[src/rtl/sqarb_pkg.sv]
package sqarb_pkg;
   localparam int unsigned SQARB_MAX_REQ = 32;

   function automatic int unsigned sqarb_idx_w(input int unsigned n);
      return (n <= 1) ? 1 : $clog2(n);
   endfunction
endpackage

[src/rtl/sqarb_score_cell.sv]
module sqarb_score_cell #(
   parameter int unsigned SCORE_W = 4,
   parameter int unsigned STEP_W  = 2
) (
   input  logic               clk,
   input  logic               rst_n,
   input  logic               update_en,
   input  logic               won,
   input  logic [STEP_W-1:0]  step,
   output logic [SCORE_W-1:0] score
);
   localparam int unsigned SUM_W = ((SCORE_W > STEP_W) ? SCORE_W : STEP_W) + 1;
   localparam logic [SUM_W-1:0] TOP = SUM_W'((1 << SCORE_W) - 1);

   logic [SUM_W-1:0]   raised;
   logic [SCORE_W-1:0] up_val;
   logic [SCORE_W-1:0] down_val;

   always_comb begin
      raised   = SUM_W'(score) + SUM_W'(step);
      up_val   = (raised > TOP) ? TOP[SCORE_W-1:0] : raised[SCORE_W-1:0];
      down_val = (score == '0) ? '0 : score - SCORE_W'(1);
   end

   always_ff @(posedge clk or negedge rst_n) begin
      if (!rst_n)
         score <= '0;
      else if (update_en)
         score <= won ? up_val : down_val;
   end

   // a winner never loses score and lands on the sum or the ceiling
   a_r3_winner_rise: assert property (@(posedge clk) disable iff (!rst_n)
      (update_en && won) |=> (score >= $past(score)) &&
         ((score == TOP[SCORE_W-1:0]) ||
          (SUM_W'(score) == SUM_W'($past(score)) + SUM_W'($past(step)))));

   // a loser drops by one, or rests at zero
   a_r4_loser_fall: assert property (@(posedge clk) disable iff (!rst_n)
      (update_en && !won) |=> ($past(score) == '0) ? (score == '0)
                                                   : (score == $past(score) - SCORE_W'(1)));

   // without an update the score holds
   a_r5_hold: assert property (@(posedge clk) disable iff (!rst_n)
      !update_en |=> $stable(score));
endmodule

[src/rtl/sqarb_min_pick.sv]
module sqarb_min_pick #(
   parameter int unsigned NUM_REQ = 4,
   parameter int unsigned SCORE_W = 4
) (
   input  logic [NUM_REQ-1:0]              req,
   input  logic [NUM_REQ-1:0][SCORE_W-1:0] scores,
   output logic [NUM_REQ-1:0]              pick,
   output logic                            any
);
   localparam int unsigned IDX_W = sqarb_pkg::sqarb_idx_w(NUM_REQ);

   logic [IDX_W-1:0]   best_idx;
   logic [SCORE_W-1:0] best_score;
   logic               found;

   always_comb begin
      best_idx   = '0;
      best_score = '1;
      found      = 1'b0;
      for (int i = 0; i < NUM_REQ; i++) begin
         if (req[i] && (!found || scores[i] < best_score)) begin
            best_idx   = IDX_W'(i);
            best_score = scores[i];
            found      = 1'b1;
         end
      end
      for (int j = 0; j < NUM_REQ; j++)
         pick[j] = found && (best_idx == IDX_W'(j));
      any = found;
   end

   // no other requester holds a strictly lower score, nor an equal score at a lower index
   always_comb begin
      for (int k = 0; k < NUM_REQ; k++) begin
         if (found && req[k]) begin
            a_r6_lowest: assert ((scores[k] > best_score) ||
                                 (scores[k] == best_score && IDX_W'(k) >= best_idx));
         end
      end
   end
endmodule

[src/rtl/sqarb_top.sv]
module sqarb_top #(
   parameter int unsigned NUM_REQ = 4,
   parameter int unsigned SCORE_W = 4
) (
   input  logic                                        clk,
   input  logic                                        rst_n,
   input  logic [NUM_REQ-1:0]                          req_nonempty,
   input  logic [sqarb_pkg::sqarb_idx_w(NUM_REQ)-1:0]  step_x,
   output logic [NUM_REQ-1:0]                          grant,
   output logic                                        grant_vld
);
   localparam int unsigned STEP_W = sqarb_pkg::sqarb_idx_w(NUM_REQ);

   if (NUM_REQ < 2 || NUM_REQ > sqarb_pkg::SQARB_MAX_REQ) begin : g_bad_num
      $error("sqarb_top: NUM_REQ out of range");
   end
   if (SCORE_W < STEP_W) begin : g_bad_score
      $error("sqarb_top: SCORE_W too narrow for the step");
   end

   logic [NUM_REQ-1:0][SCORE_W-1:0] scores;
   logic [NUM_REQ-1:0]              pick;
   logic                            any;

   sqarb_min_pick #(.NUM_REQ(NUM_REQ), .SCORE_W(SCORE_W)) u_pick (
      .req    (req_nonempty),
      .scores (scores),
      .pick   (pick),
      .any    (any)
   );

   for (genvar q = 0; q < NUM_REQ; q++) begin : g_cell
      sqarb_score_cell #(.SCORE_W(SCORE_W), .STEP_W(STEP_W)) u_cell (
         .clk       (clk),
         .rst_n     (rst_n),
         .update_en (any),
         .won       (pick[q]),
         .step      (step_x),
         .score     (scores[q])
      );
   end

   assign grant     = pick;
   assign grant_vld = any;

   // grant is one-hot or zero and never reaches an empty queue
   a_r7_onehot: assert property (@(posedge clk) disable iff (!rst_n) $onehot0(grant));
   a_r7_only_nonempty: assert property (@(posedge clk) disable iff (!rst_n)
      (grant & ~req_nonempty) == '0);
   // valid tracks presence of any request
   a_r2_valid: assert property (@(posedge clk) disable iff (!rst_n)
      grant_vld == (req_nonempty != '0));
   // an idle cycle leaves every score untouched
   a_r5_idle: assert property (@(posedge clk) disable iff (!rst_n)
      (req_nonempty == '0) |=> $stable(scores));
endmodule

[config.mk]
export PLATFORM = sky130hd
export DESIGN_NAME = sqarb_top
export DESIGN_NICKNAME = d
export VERILOG_FILES = /design/src/rtl/sqarb_pkg.sv /design/src/rtl/sqarb_score_cell.sv /design/src/rtl/sqarb_min_pick.sv /design/src/rtl/sqarb_top.sv
export SDC_FILE = /design/constraint.sdc
export NUM_CORES = 1
export LEC_CHECK = 0
export BUFFER_PORTS_ARGS = -buffer_cell sky130_fd_sc_hd__clkbuf_2
export CORE_MARGIN = 3
export CORE_UTILIZATION = 30
export CTS_CLUSTER_SIZE = 30
export DETAILED_ROUTE_END_ITERATION = 16
export RECOVER_POWER = 50
export SKIP_CTS_REPAIR_TIMING = 1
export SLEW_MARGIN = 10
export SYNTH_ARGS = -nofsm -noshare
export SYNTH_HDL_FRONTEND = slang
export SYNTH_SLANG_ARGS = --single-unit
[constraint.sdc]
create_clock -name clk -period 7.5 [get_ports clk]
set_input_delay 1.125 -clock clk [delete_from_list [all_inputs] [get_ports clk]]
set_output_delay 1.125 -clock clk [all_outputs]
set_load 0.03 [all_outputs]
==> Word-level counts from Yosys, hierarchy flattened <==
Cells that the tools add are included.
Widths: inputs -> output; s select.
{ "totals": {"latch_bits": 0, "romBits": 0, "in_bits": 8, "out_inout_bits": 5, "ram_bits": 0, "register_bits": 16, "mem_count": 0} }
{ "classes": {"reduce_logical": 18, "n_bitwise": 0, "shifts": 0, "add_sub_neg": 8, "eq_ne": 3, "multipliers": 0, "magnitude_cmp": 7, "mux": 22, "div": 0} }
{ "ops": {"columns": ["operator", "count"], "rows": [
  ["$mux 4", 15],
  ["$add 4x2->5", 4],
  ["$gt 5x4->1 const B", 4],
  ["$logic_not 4->1", 4],
  ["$sub 4x1->4 const B", 4],
  ["$lt 4x4->1", 3],
  ["$logic_and 1x1->1", 7],
  ["$mux 1", 5],
  ["$eq 2x2->1 const B", 2],
  ["$mux 2", 2],
  ["$logic_not 1->1", 3],
  ["$logic_or 1x1->1", 3],
  ["$eq 2x1->1 const B", 1],
  ["$logic_not 2->1", 1]
]} }

==> Logic depth before layout (Yosys ltp) <==
{ "logic_depth": {"depth_word": 16, "mapped_depth": 26, "depth_no_buf": 25} }

==> Modules after synthesis <==
From an unflattened synthesis, not the netlist that was laid out.
{ "unflattened": {"hier_cells": 205, "area_unflattened_um2": 1829.3} }
{ "modules_own_cells": {"columns": ["module", "area_per_inst_um2", "n_inst", "cells_each", "seq_area_each_um2"], "rows": [
  ["sqarb_score_cell", 324.1, 4, 34, 100.1],
  ["sqarb_min_pick", 533.0, 1, 69, 0.0]
]} }

==> Worst setup path after synthesis <==
No wires, ideal clock.
{ "synth_path": {"kind": "input port to output port", "from": "input req_nonempty[0]", "to": "output grant[3]", "path_stages": 23, "path_slack_ns": 0.825, "arrival_ns": 5.550, "path_buffers": 2, "t_required_ns": 6.375, "cell_sequence": "buf_4 > inv_1 > nor2_1 > ha_1 > nand2_1 > o311ai_2 > a31oi_1 > or3_1 > o21ai_0 > ha_1 > a21oi_1 > nor2_1 > nor2_1 > nand2_1 > mux2_2 > ha_1 > nor4b_1 > nand2_1 > o21bai_1 > o31ai_4 > a21oi_2 > inv_2 > buf_4"} }
{ "synth_via": {"elab_chain_cells": 15, "elab_cells_between_ends": 24} }
{ "synth_lines": {"columns": ["item", "line_no", "source"], "rows": [
  ["start: declaration", "sqarb_top.sv:7", "input logic [NUM_REQ-1:0] req_nonempty,"],
  ["$mux 4 or $mux 1 (tied branches)", "sqarb_min_pick.sv:21", "if (req[i] && (!found || scores[i] < best_score)) begin"],
  ["$lt 4x4->1 or $logic_not 1->1 (tied branches)", "sqarb_min_pick.sv:21", null],
  ["$logic_or 1x1->1", "sqarb_min_pick.sv:21", null],
  ["$logic_and 1x1->1", "sqarb_min_pick.sv:21", null],
  ["$mux 4 or $mux 1 (tied branches)", "sqarb_min_pick.sv:21", null],
  ["$lt 4x4->1 or $logic_not 1->1 (tied branches)", "sqarb_min_pick.sv:21", null],
  ["$logic_or 1x1->1", "sqarb_min_pick.sv:21", null],
  ["$logic_and 1x1->1", "sqarb_min_pick.sv:21", null],
  ["$mux 4 or $mux 1 (tied branches)", "sqarb_min_pick.sv:21", null],
  ["$lt 4x4->1 or $logic_not 1->1 (tied branches)", "sqarb_min_pick.sv:21", null],
  ["$logic_or 1x1->1", "sqarb_min_pick.sv:21", null],
  ["$logic_and 1x1->1", "sqarb_min_pick.sv:21", null],
  ["$mux 2", "sqarb_min_pick.sv:21", null],
  ["$eq 2x2->1", "sqarb_min_pick.sv:28", "pick[j] = found && (best_idx == IDX_W'(j));"],
  ["$logic_and 1x1->1 *", "sqarb_min_pick.sv:28", null],
  ["end: declaration", "sqarb_top.sv:9", "output logic [NUM_REQ-1:0] grant,"]
]} }
Every way passes the cells marked *; elsewhere a longest branch is shown, timed or not.

==> Final worst setup path <==
Same ends and word-level chain as after synthesis.

==> impl_metrics.env <==
export IMPL_synthFlopType="dfrtp_1"
export IMPL_viasPerCell=5.66
export IMPL_clock_latency_ns=0.25
export IMPL_syn_instance_count=216
export IMPL_clk_path_buf_depth=2
export IMPL_startpoint_type="primary input"
export IMPL_max_freq_mhz=146
export IMPL_worstHoldStart="g_cell[2].u_cell.score[0]"
export IMPL_cts_tree="yes"
export IMPL_area_growth_pct=7.33
export IMPL_whs_ns=0.635
export IMPL_synth_seq_cells=16
export IMPL_cp_slowest_cell="o311ai_2"
export IMPL_synthDistinctLibCells=59
export IMPL_syn_num_nets=243
export IMPL_grt_overflow_total=0
export IMPL_io_pins=13
export IMPL_port_buffers=12
export IMPL_clkSinkCount=16
export IMPL_setup_tns_ns=0
export IMPL_die_x_um=84.7
export IMPL_antenna_left=0
export IMPL_setup_viol=0
export IMPL_status="finished clean"
export IMPL_grt_pass1_wl_um=7400
export IMPL_synth_edff_count=0
export IMPL_diodes=0
export IMPL_layout_nets=249
export IMPL_drive_gt1_frac=0.173
export IMPL_crit_required_ns=6.38
export IMPL_placedCellCount=292
export IMPL_fin_cells=295
export IMPL_max_slew_worst_pin_slew_ns=0.971
export IMPL_start_util=0.312
export IMPL_ctsRootBufferMaster="clkbuf_8"
export IMPL_fp_row_count=28
export IMPL_grt_total_usage=0.127
export IMPL_synthesis_area_mm2=0.00186
export IMPL_synth_area_per_cell_um2=8.61
export IMPL_peakVddDrop_uv=155
export IMPL_min_path_type="flip-flop to flip-flop"
export IMPL_r2r_start="g_cell[1].u_cell.score[3]"
export IMPL_largest_register="g_cell.u_cell.score"
export IMPL_fin_crit_sh=0.913
export IMPL_core_mm2=0.00596
export IMPL_critical_path_class="primary input to output pin"
export IMPL_htreeDepth=1
export IMPL_hold_viol=0
export IMPL_yosysMostFrequentCell="nor2_1"
export IMPL_p_total_mw=0.735
export IMPL_reg_largest_list="g_cell.u_cell.score (16)"
export IMPL_grt_max_degree=18
export IMPL_p_per_area_mw_per_mm2=369
export IMPL_fin_crit_ns=6.85
export IMPL_drv_slew=0
export IMPL_p_leak_nw=0.845
export IMPL_crit_start="req_nonempty[0]"
export IMPL_crit_path_max_incr_delay_ns=0.36
export IMPL_largest_register_ffs=16
export IMPL_synth_top_area_cell="dfrtp_1"
export IMPL_cts_made_buffers=3
export IMPL_wirelength_um=4510
export IMPL_ys_warn_count=0
export IMPL_wire_per_inst_um=15.3
export IMPL_rsz0062_at_grt="no"
export IMPL_hpwl_um=3400
export IMPL_crit_path_end_kind="output pin"
export IMPL_clk_pin_slew_ns=0.07
export IMPL_dieHeight_um=84.7
export IMPL_critPathArrivalTime_ns=5.72
export IMPL_yosys_area_top_type_share=0.215
export IMPL_cp_max_fo=9
export IMPL_dr_pass1_iters=5
export IMPL_gp_congestion=0.893
export IMPL_clock_skew_ns=0.00221
export IMPL_slew_headroom=0.353
export IMPL_antenna_found_initial=0
export IMPL_synthTopCellsByCount="nor2_1 (18), dfrtp_1 (16), nand2_1 (16), o21ai_0 (16)"
export IMPL_synth_seq_area_share=0.215
export IMPL_drt_iter0_markers=73
export IMPL_drc=0
export IMPL_path_cells="clkbuf_2 -> inv_1 -> nor2_1 -> ha_1 -> nand2_1 -> o311ai_2 -> a31oi_1 -> or3_1 -> o21ai_0 -> ha_1 -> a21oi_1 -> nor2_1 -> nor2_1 -> nand2_1 -> mux2_2 -> ha_1 -> nor4b_1 -> nand2_1 -> o21bai_1 -> o31ai_4 -> a21oi_2 -> inv_2 -> clkbuf_2"
export IMPL_async_reset_ff_frac=1.00
export IMPL_die_area_mm2=0.00718
export IMPL_grt_pass1_vias=1421
export IMPL_synth_area_leaders="dfrtp_1 (22%), ha_1 (10%), fa_1 (4.3%)"
export IMPL_routed_via_count=1671
export IMPL_cap_violations=0
cell type report:
type / count / area [µm²]
clock buffers: 3 / 41.3
fillers: 634 / 3960
inverters: 16 / 60.1
multi-input cells: 171 / 1330
flip-flops and latches: 16 / 400
well taps: 75 / 93.8
repair buffers: 14 / 72.6
cell families after synthesis:
group           Yosys count  share of synthesized area
compound gates           73                      0.314
simple gates             67                      0.184
buf+inv                  29                     0.0740
flops                    16                      0.215
fa+ha+maj                19                      0.144
mux                      11                     0.0646
xor+xnor                  1                    0.00471
metal layers:
metal | wire length [µm] | track usage | vias to the layer above
met2 | 2010 | 0.189 | 47
met4 | 7 | 0.0115 | 0
li1 | - | - | 830
met5 | 0 | 0 | -
met3 | 249 | 0.0275 | 2
met1 | 2250 | 0.193 | 792
path summary, 6_finish.rpt:
| path | end | slack (ns) | cells after the start |
|---|---|---|---|
| max in group asynchronous | g_cell[1].u_cell.score[0] | 5.91 | 1 |
| worst min register to register | g_cell[2].u_cell.score[0] | 0.63 | 2 |
| worst max-delay path | grant[3] | 0.65 | 23 |
| min in group asynchronous | g_cell[3].u_cell.score[1] | 1.00 | 1 |
| worst max register to register | g_cell[0].u_cell.score[2] | 2.38 | 20 |
| worst min-delay path | g_cell[2].u_cell.score[0] | 0.63 | 2 |
stage by stage:
stage	setup slack (ns)	utilization	area, µm²
finish	0.652	0.335	2000
global route	0.134	0.335	2000
CTS	0.573	0.336	2000
detailed placement	0.582	0.329	1960
global placement	0.686	0.329	1960
floorplan	0.825	-	1860
worst max-delay path: cells and delay by family:
| family | cells | cell delay (ns) |
|---|---|---|
| multiplexers | 1 | 0.31 |
| AND/OR/NAND/NOR | 8 | 1.24 |
| AO/OA/AOI/OAI | 7 | 1.50 |
| adder cells (fa/ha/maj) | 3 | 0.85 |
| buffers and inverters | 4 | 0.69 |
layout by cell type (no fill, tap or decap), types with 2 or more instances in the layout:
cell type	count
a21o_1	3
nand2_1	16
inv_1	15
a221o_1	2
a22o_1	2
ha_1	15
mux2i_1	6
or3_1	2
o211ai_1	4
clkbuf_8	3
nor4_1	3
nor3_1	8
a211oi_4	2
o21ai_0	14
a31o_2	2
clkbuf_2	10
nor4b_1	2
mux2_2	3
a21oi_1	13
a32oi_1	2
dfrtp_1	16
buf_4	2
o21ai_1	2
nand3_1	5
a31oi_1	7
nor2_1	18
o221a_2	3
or2_2	2
fa_1	4
o21bai_1	2
clkbuf_1	2
nand4b_1	2
power by group:
part / total [mW] / internal, mW / switching, mW
Combinational: 0.478 / 0.214 / 0.264
Clock: 0.0677 / 0.0357 / 0.0320
Sequential: 0.190 / 0.118 / 0.0725
Power figures use the tool's default switching activity.
